==> config.mk <==
export PLATFORM = sky130hd
export DESIGN_NAME = bcw_weight_gen
export DESIGN_NICKNAME = d
export VERILOG_FILES = /design/src/rtl/bcw_pkg.sv /design/src/rtl/bcw_fmul.sv /design/src/rtl/bcw_round_sat.sv /design/src/rtl/bcw_pack.sv /design/src/rtl/bcw_weight_gen.sv
export SDC_FILE = /design/constraint.sdc
export NUM_CORES = 2
export LEC_CHECK = 0
export ABC_CLOCK_PERIOD_IN_PS = 15400
export BUFFER_PORTS_ARGS = -buffer_cell sky130_fd_sc_hd__clkbuf_2
export CORE_MARGIN = 1
export CORE_UTILIZATION = 25
export DETAILED_ROUTE_END_ITERATION = 7
export PLACE_DENSITY_LB_ADDON = 0.1
export SKIP_LAST_GASP = 1
export SYNTH_ARGS = -nofsm -noshare
export SYNTH_HDL_FRONTEND = slang
export SYNTH_SLANG_ARGS = --single-unit
==> constraint.sdc <==
create_clock -name clk -period 15.4 [get_ports clk]
set_clock_uncertainty 0.2 [all_clocks]
set_input_delay 3.08 -clock clk [delete_from_list [all_inputs] [get_ports clk]]
set_output_delay 3.08 -clock clk [all_outputs]
set_load 0.01 [all_outputs]
==> src/rtl/bcw_pkg.sv <==
package bcw_pkg;
  localparam int DW   = 32;
  localparam int FRAC = 16;
  localparam int ONE  = 1 << FRAC;

  typedef enum logic [2:0] {
    ST_IDLE, ST_SQ, ST_CU, ST_T1, ST_T2, ST_T3, ST_RND, ST_PACK
  } bcw_state_e;

  // signed divide by 2^FRAC with truncation toward zero
  function automatic logic signed [DW-1:0] fx_trunc(input logic signed [2*DW-1:0] p);
    logic signed [2*DW-1:0] adj;
    adj = p[2*DW-1] ? (p + ((64'sd1 <<< FRAC) - 64'sd1)) : p;
    adj = adj >>> FRAC;
    return adj[DW-1:0];
  endfunction
endpackage

==> src/rtl/bcw_fmul.sv <==
module bcw_fmul
  import bcw_pkg::*;
(
  input  logic                 clk,
  input  logic signed [DW-1:0] op_a,
  input  logic signed [DW-1:0] op_b,
  output logic signed [DW-1:0] prod
);
  logic signed [2*DW-1:0] full;

  always_comb full = op_a * op_b;

  always_ff @(posedge clk) begin
    prod <= fx_trunc(full);
  end
endmodule

==> src/rtl/bcw_round_sat.sv <==
module bcw_round_sat
  import bcw_pkg::*;
#(
  parameter int FULL   = 512,
  parameter int COEF_W = 11
) (
  input  logic signed [DW-1:0]     kval,
  output logic signed [COEF_W-1:0] tap
);
  localparam int FULL_LG = $clog2(FULL);
  localparam int CMAX    = (1 << (COEF_W - 1)) - 1;
  localparam int CMIN    = -(1 << (COEF_W - 1));

  logic signed [2*DW-1:0] scaled;
  logic signed [DW-1:0]   q;

  always_comb begin
    scaled = {{DW{kval[DW-1]}}, kval} <<< FULL_LG;
    scaled = scaled + (64'sd1 <<< (FRAC - 1));
    q      = fx_trunc(scaled);
    if (q > CMAX)      tap = COEF_W'(CMAX);
    else if (q < CMIN) tap = COEF_W'(CMIN);
    else               tap = q[COEF_W-1:0];
  end
endmodule

==> src/rtl/bcw_pack.sv <==
module bcw_pack #(
  parameter int COEF_W = 11,
  parameter int OFS_W  = 6,
  parameter int WORD_W = 32
) (
  input  logic [COEF_W-1:0] t0,
  input  logic [COEF_W-1:0] t1,
  input  logic [COEF_W-1:0] t2,
  input  logic [COEF_W-1:0] t3,
  input  logic [OFS_W-1:0]  ofs,
  output logic [WORD_W-1:0] w0,
  output logic [WORD_W-1:0] w1
);
  localparam int HI_LSB  = COEF_W;
  localparam int OFS_LSB = 2 * COEF_W;

  always_comb begin
    w0 = '0;
    w1 = '0;
    w0[HI_LSB-1:0]              = t0;
    w0[OFS_LSB-1:HI_LSB]        = t1;
    w1[HI_LSB-1:0]              = t2;
    w1[OFS_LSB-1:HI_LSB]        = t3;
    w1[OFS_LSB+OFS_W-1:OFS_LSB] = ofs;
  end
endmodule

==> src/rtl/bcw_weight_gen.sv <==
module bcw_weight_gen
  import bcw_pkg::*;
#(
  parameter int WGT_W   = 10,
  parameter int SHARP_W = 6,
  parameter int OFS_W   = 6,
  parameter int COEF_W  = 11,
  parameter int WORD_W  = 32,
  parameter int FULL    = 512
) (
  input  logic               clk,
  input  logic               rst,
  input  logic               start,
  input  logic [WGT_W-1:0]   weight,
  input  logic [SHARP_W-1:0] sharp,
  input  logic               downscale,
  input  logic [OFS_W-1:0]   offset,
  output logic               busy,
  output logic               done,
  output logic [WORD_W-1:0]  coef_w0,
  output logic [WORD_W-1:0]  coef_w1
);
  localparam int FULL_LG = $clog2(FULL);
  localparam int HALF    = FULL / 2;
  localparam int XSH     = FRAC - FULL_LG;
  localparam int A_SH    = FRAC - 3;
  localparam int NTAP    = 4;

  bcw_state_e              state;
  logic [WGT_W-1:0]        wgt_q;
  logic [OFS_W-1:0]        ofs_q;
  logic [1:0]              idx;
  logic signed [DW-1:0]    a_q, x_q, x2_q, p_q, k_q;
  logic signed [COEF_W-1:0] taps_q [NTAP];
  logic [WORD_W-1:0]       w0_q, w1_q;
  logic                    done_q;

  logic unused_dscale;
  assign unused_dscale = downscale;

  // request decode
  logic [WGT_W-1:0] wgt_cl, wgt_use;
  always_comb begin
    wgt_cl = (weight > WGT_W'(FULL)) ? WGT_W'(FULL) : weight;
    if (sharp == '0) wgt_use = (wgt_cl >= WGT_W'(HALF)) ? WGT_W'(FULL) : '0;
    else             wgt_use = wgt_cl;
  end

  // sample distance of the current tap
  logic signed [DW-1:0] wgt_s, wp_s, n_s, x_cur;
  always_comb begin
    wgt_s = $signed({{(DW-WGT_W){1'b0}}, wgt_q});
    wp_s  = FULL - wgt_s;
    case (idx)
      2'd0:    n_s = FULL + wp_s;
      2'd1:    n_s = wp_s;
      2'd2:    n_s = FULL - wp_s;
      default: n_s = 2 * FULL - wp_s;
    endcase
    x_cur = n_s <<< XSH;
  end

  // shared multiplier operand select
  logic signed [DW-1:0] mul_a, mul_b, mul_p;
  logic                 near;
  always_comb begin
    near  = (x_q <= ONE);
    mul_a = x_cur;
    mul_b = x_cur;
    case (state)
      ST_CU: begin
        mul_a = x_q;
        mul_b = mul_p;
      end
      ST_T1: begin
        if (near) begin
          mul_a = a_q + 2 * ONE;
          mul_b = mul_p;
        end else begin
          mul_a = a_q;
          mul_b = mul_p - 5 * x2_q + 8 * x_q - 4 * ONE;
        end
      end
      ST_T2: begin
        mul_a = a_q + 3 * ONE;
        mul_b = x2_q;
      end
      default: ;
    endcase
  end

  bcw_fmul u_mul (
    .clk  (clk),
    .op_a (mul_a),
    .op_b (mul_b),
    .prod (mul_p)
  );

  logic signed [COEF_W-1:0] tap_rs;
  bcw_round_sat #(.FULL(FULL), .COEF_W(COEF_W)) u_rs (
    .kval (k_q),
    .tap  (tap_rs)
  );

  logic [WORD_W-1:0] pk_w0, pk_w1;
  bcw_pack #(.COEF_W(COEF_W), .OFS_W(OFS_W), .WORD_W(WORD_W)) u_pack (
    .t0  (taps_q[0]),
    .t1  (taps_q[1]),
    .t2  (taps_q[2]),
    .t3  (taps_q[3]),
    .ofs (ofs_q),
    .w0  (pk_w0),
    .w1  (pk_w1)
  );

  // sequencer
  always_ff @(posedge clk) begin
    if (rst) begin
      state  <= ST_IDLE;
      wgt_q  <= '0;
      ofs_q  <= '0;
      idx    <= '0;
      a_q    <= '0;
      x_q    <= '0;
      x2_q   <= '0;
      p_q    <= '0;
      k_q    <= '0;
      w0_q   <= '0;
      w1_q   <= '0;
      done_q <= 1'b0;
      for (int i = 0; i < NTAP; i++) taps_q[i] <= '0;
    end else begin
      done_q <= 1'b0;
      case (state)
        ST_IDLE: begin
          if (start) begin
            wgt_q <= wgt_use;
            ofs_q <= offset;
            idx   <= '0;
            if (sharp < SHARP_W'(2)) begin
              taps_q[0] <= '0;
              taps_q[1] <= COEF_W'(wgt_use);
              taps_q[2] <= COEF_W'(WGT_W'(FULL) - wgt_use);
              taps_q[3] <= '0;
              state     <= ST_PACK;
            end else begin
              a_q   <= -($signed({{(DW-SHARP_W){1'b0}}, sharp}) <<< A_SH);
              state <= ST_SQ;
            end
          end
        end
        ST_SQ: begin
          x_q   <= x_cur;
          state <= ST_CU;
        end
        ST_CU: begin
          x2_q  <= mul_p;
          state <= ST_T1;
        end
        ST_T1: begin
          state <= ST_T2;
        end
        ST_T2: begin
          if (near) begin
            p_q   <= mul_p;
            state <= ST_T3;
          end else begin
            k_q   <= mul_p;
            state <= ST_RND;
          end
        end
        ST_T3: begin
          k_q   <= p_q - mul_p + ONE;
          state <= ST_RND;
        end
        ST_RND: begin
          taps_q[idx] <= tap_rs;
          idx         <= idx + 2'd1;
          state       <= (idx == 2'd3) ? ST_PACK : ST_SQ;
        end
        ST_PACK: begin
          w0_q   <= pk_w0;
          w1_q   <= pk_w1;
          done_q <= 1'b1;
          state  <= ST_IDLE;
        end
        default: state <= ST_IDLE;
      endcase
    end
  end

  assign busy    = (state != ST_IDLE);
  assign done    = done_q;
  assign coef_w0 = w0_q;
  assign coef_w1 = w1_q;
endmodule

==> metrics.yaml <==
vias: 39200
clockBufferDepth: 3
max_stage_delay_ns: 0.71
insertion_delay_ns: 0.59
drc_errors: 0
met3WireLength_mm: 4.98
arrival_ns: 14.62
tritoncts: "yes"
routabilityCongestion: 0.870
final_common_cell: "inv_1"
end_kind: "register"
via_per_inst: 4.56
grt_usage: 0.186
slowest_stage: "o311ai_0"
die-area_mm2: 0.201
start_util: 0.252
drive_gt1_frac: 0.0633
synth-edff-count: 44
area_growth_pct: 10.4
nFillCells: 21800
clk_pin_slew_worst_paths_ns: 0.07
fin_crit_sh: 0.928
slew_headroom: 0.171
status: "finished clean"
setup_violations: 0
syn-mean-instance-area_um2: 8.40
cts_root_buffer: "clkbuf_16"
critPathLaunchType: "register"
fmax_ghz: 0.0699
wirelength_met1_mm: 88.5
finalHoldViolations: 0
slew_violations: 0
io_pins: 92
ys_ff_latch: 268
rsz0062_at_grt: "false"
highest_layer: "met4"
drv_cap: 0
ant_nets: 0
ys_types: 99
postCtsSetupBuffers: 0
setup_tns_ns: 0
required_ns: 15.72
fin_crit_ns: 14.30
die_h_um: 448
core_area_mm2: 0.197
rows: 163
drt_iter0_markers: 2163
dr.pass1.iters: 5
wl_met2_mm: 88.5
ys_async_sr_fraction: 0
grt-ovfl-total: 0
antenna_found_initial: 1
clkSinkCount: 268
cts_buffers: 38
ys_seq_area_frac: 0.117
synth_flop_cell: "dfxtp_1"
grt_pass1_wl_mm: 277
h-tree-depth: 2
cp_max_fo: 15
die_w_um: 448
yosys_warnings: 0
crit_type: "register to register"
dp_hpwl_mm: 155
hold_class: "register to register"
drt_wl_total_mm: 185
syn_area_mm2: 0.0497
wl_per_cell_um: 21.5
grt_pass1_vias: 40900
syn_inst: 5921
layout_common_cells: "inv_1, nand2_1, fa_1, nor2_1, ha_1"
worstMarginPinSlew_ns: 1.24
grt_max_degree: 85
r2r_setup_slack_ns: 1.10
numPortBuffers: 76
multiInputGateArea_mm2: 0.0385
regArea_mm2: 0.00581
final_nets: 7236
==> layout make-up <==
type / instances / share of cell area
clock buffer: 51 / 0.0195
timing repair buffer: 220 / 0.0277
sequential: 268 / 0.106
inverter: 1196 / 0.0818
multi-input combinational: 4200 / 0.701
antenna: 2 / 0.0000912
tap: 2640 / 0.0602
clock inverter: 17 / 0.00392
==> metrics by stage <==
step	util	setup WS [ns]	hold slack (ns)	std cells	cell area, um^2
6_report	0.278	1.10	0.251	8594	54900
5_1_grt	0.278	0.374	0.268	8593	54900
4_1_cts	0.278	0.451	0.254	8592	54900
3_5_place_dp	0.271	0.485	0.246	8524	53600
3_3_place_gp	0.271	0.473	0.242	8524	53600
2_1_floorplan	-	2.86	0.232	5934	49800
==> per-layer routing <==
layer  track usage  up-vias
li1              -    18500
met2         0.314      565
met1         0.262    20100
met4        0.0281        0
met5             0        -
met3        0.0131       96
==> sequential cells by signal (all words and copies together), names as in the netlist <==
register    cells
coef_w1        28
k_q            32
ofs_q           6
state           3
wgt_q          10
coef_w0        22
u_mul.prod     32
p_q            32
x2_q           32
a_q            11
idx             2
taps_q         44
done            1
x_q            13
==> Yosys cell counts (all sizes together), types with 9 or more instances <==
cell | n | area [um^2]
inv | 1196 | 4490
nand2 | 981 | 3680
fa | 931 | 18600
nor2 | 427 | 1610
ha | 355 | 4440
a21oi | 296 | 1490
dfxtp | 224 | 4480
clkbuf | 219 | 823
o21ai | 170 | 858
xnor2 | 122 | 1070
nand3 | 103 | 536
nor3 | 73 | 382
and2 | 70 | 438
a21o | 54 | 405
buf | 51 | 289
xor2 | 48 | 420
edfxtp | 44 | 1320
a211oi | 35 | 273
nor2b | 34 | 213
o211ai | 32 | 240
nand2b | 28 | 175
a31oi | 27 | 175
nand4 | 26 | 190
o21a | 26 | 195
a311oi | 25 | 219
and3 | 24 | 150
or3 | 21 | 136
or2 | 20 | 125
a22oi | 19 | 143
mux2i | 17 | 170
nor4 | 17 | 113
and4 | 15 | 131
o22ai | 15 | 100
o21bai | 14 | 105
o31ai | 14 | 105
a221o | 13 | 130
a221oi | 10 | 87.6
or4 | 9 | 67.6
==> worst max-delay path, delay by kind of cell (launching register included) <==
kind	cells	cell delay (ns)
AOI/OAI and AO/OA	12	4.14
xor gates and xnor gates	1	0.13
adders and majority gates	14	6.03
DFF	1	0.46
and+or+nand+nor	9	1.85
buffers and inverters	12	1.36
==> path summary, 6_finish.rpt <==
check | startpoint | to | depth (start not counted)
max | u_mul.prod[3] | u_mul.prod[29] | 48
min | ofs_q[0] | coef_w1[22] | 2
max reg2reg | u_mul.prod[3] | u_mul.prod[29] | 48
min reg2reg | ofs_q[0] | coef_w1[22] | 2
==> cell families after synthesis <==
kind of cell	share of synthesized area
compound gates	0.106
xor+xnor	0.0304
fa+ha+maj	0.464
buf+inv	0.113
flops	0.117
mux	0.00455
other cells	0.0000754
simple gates	0.166
==> what timing repair did <==
action,in CTS,in global routing
hold buffers,0,0
resized for setup,0,2
endpoints found under the setup margin,0,4
Power is not shown: default switching activity piles up to over one toggle a cycle in this logic, so the estimate is an artifact.
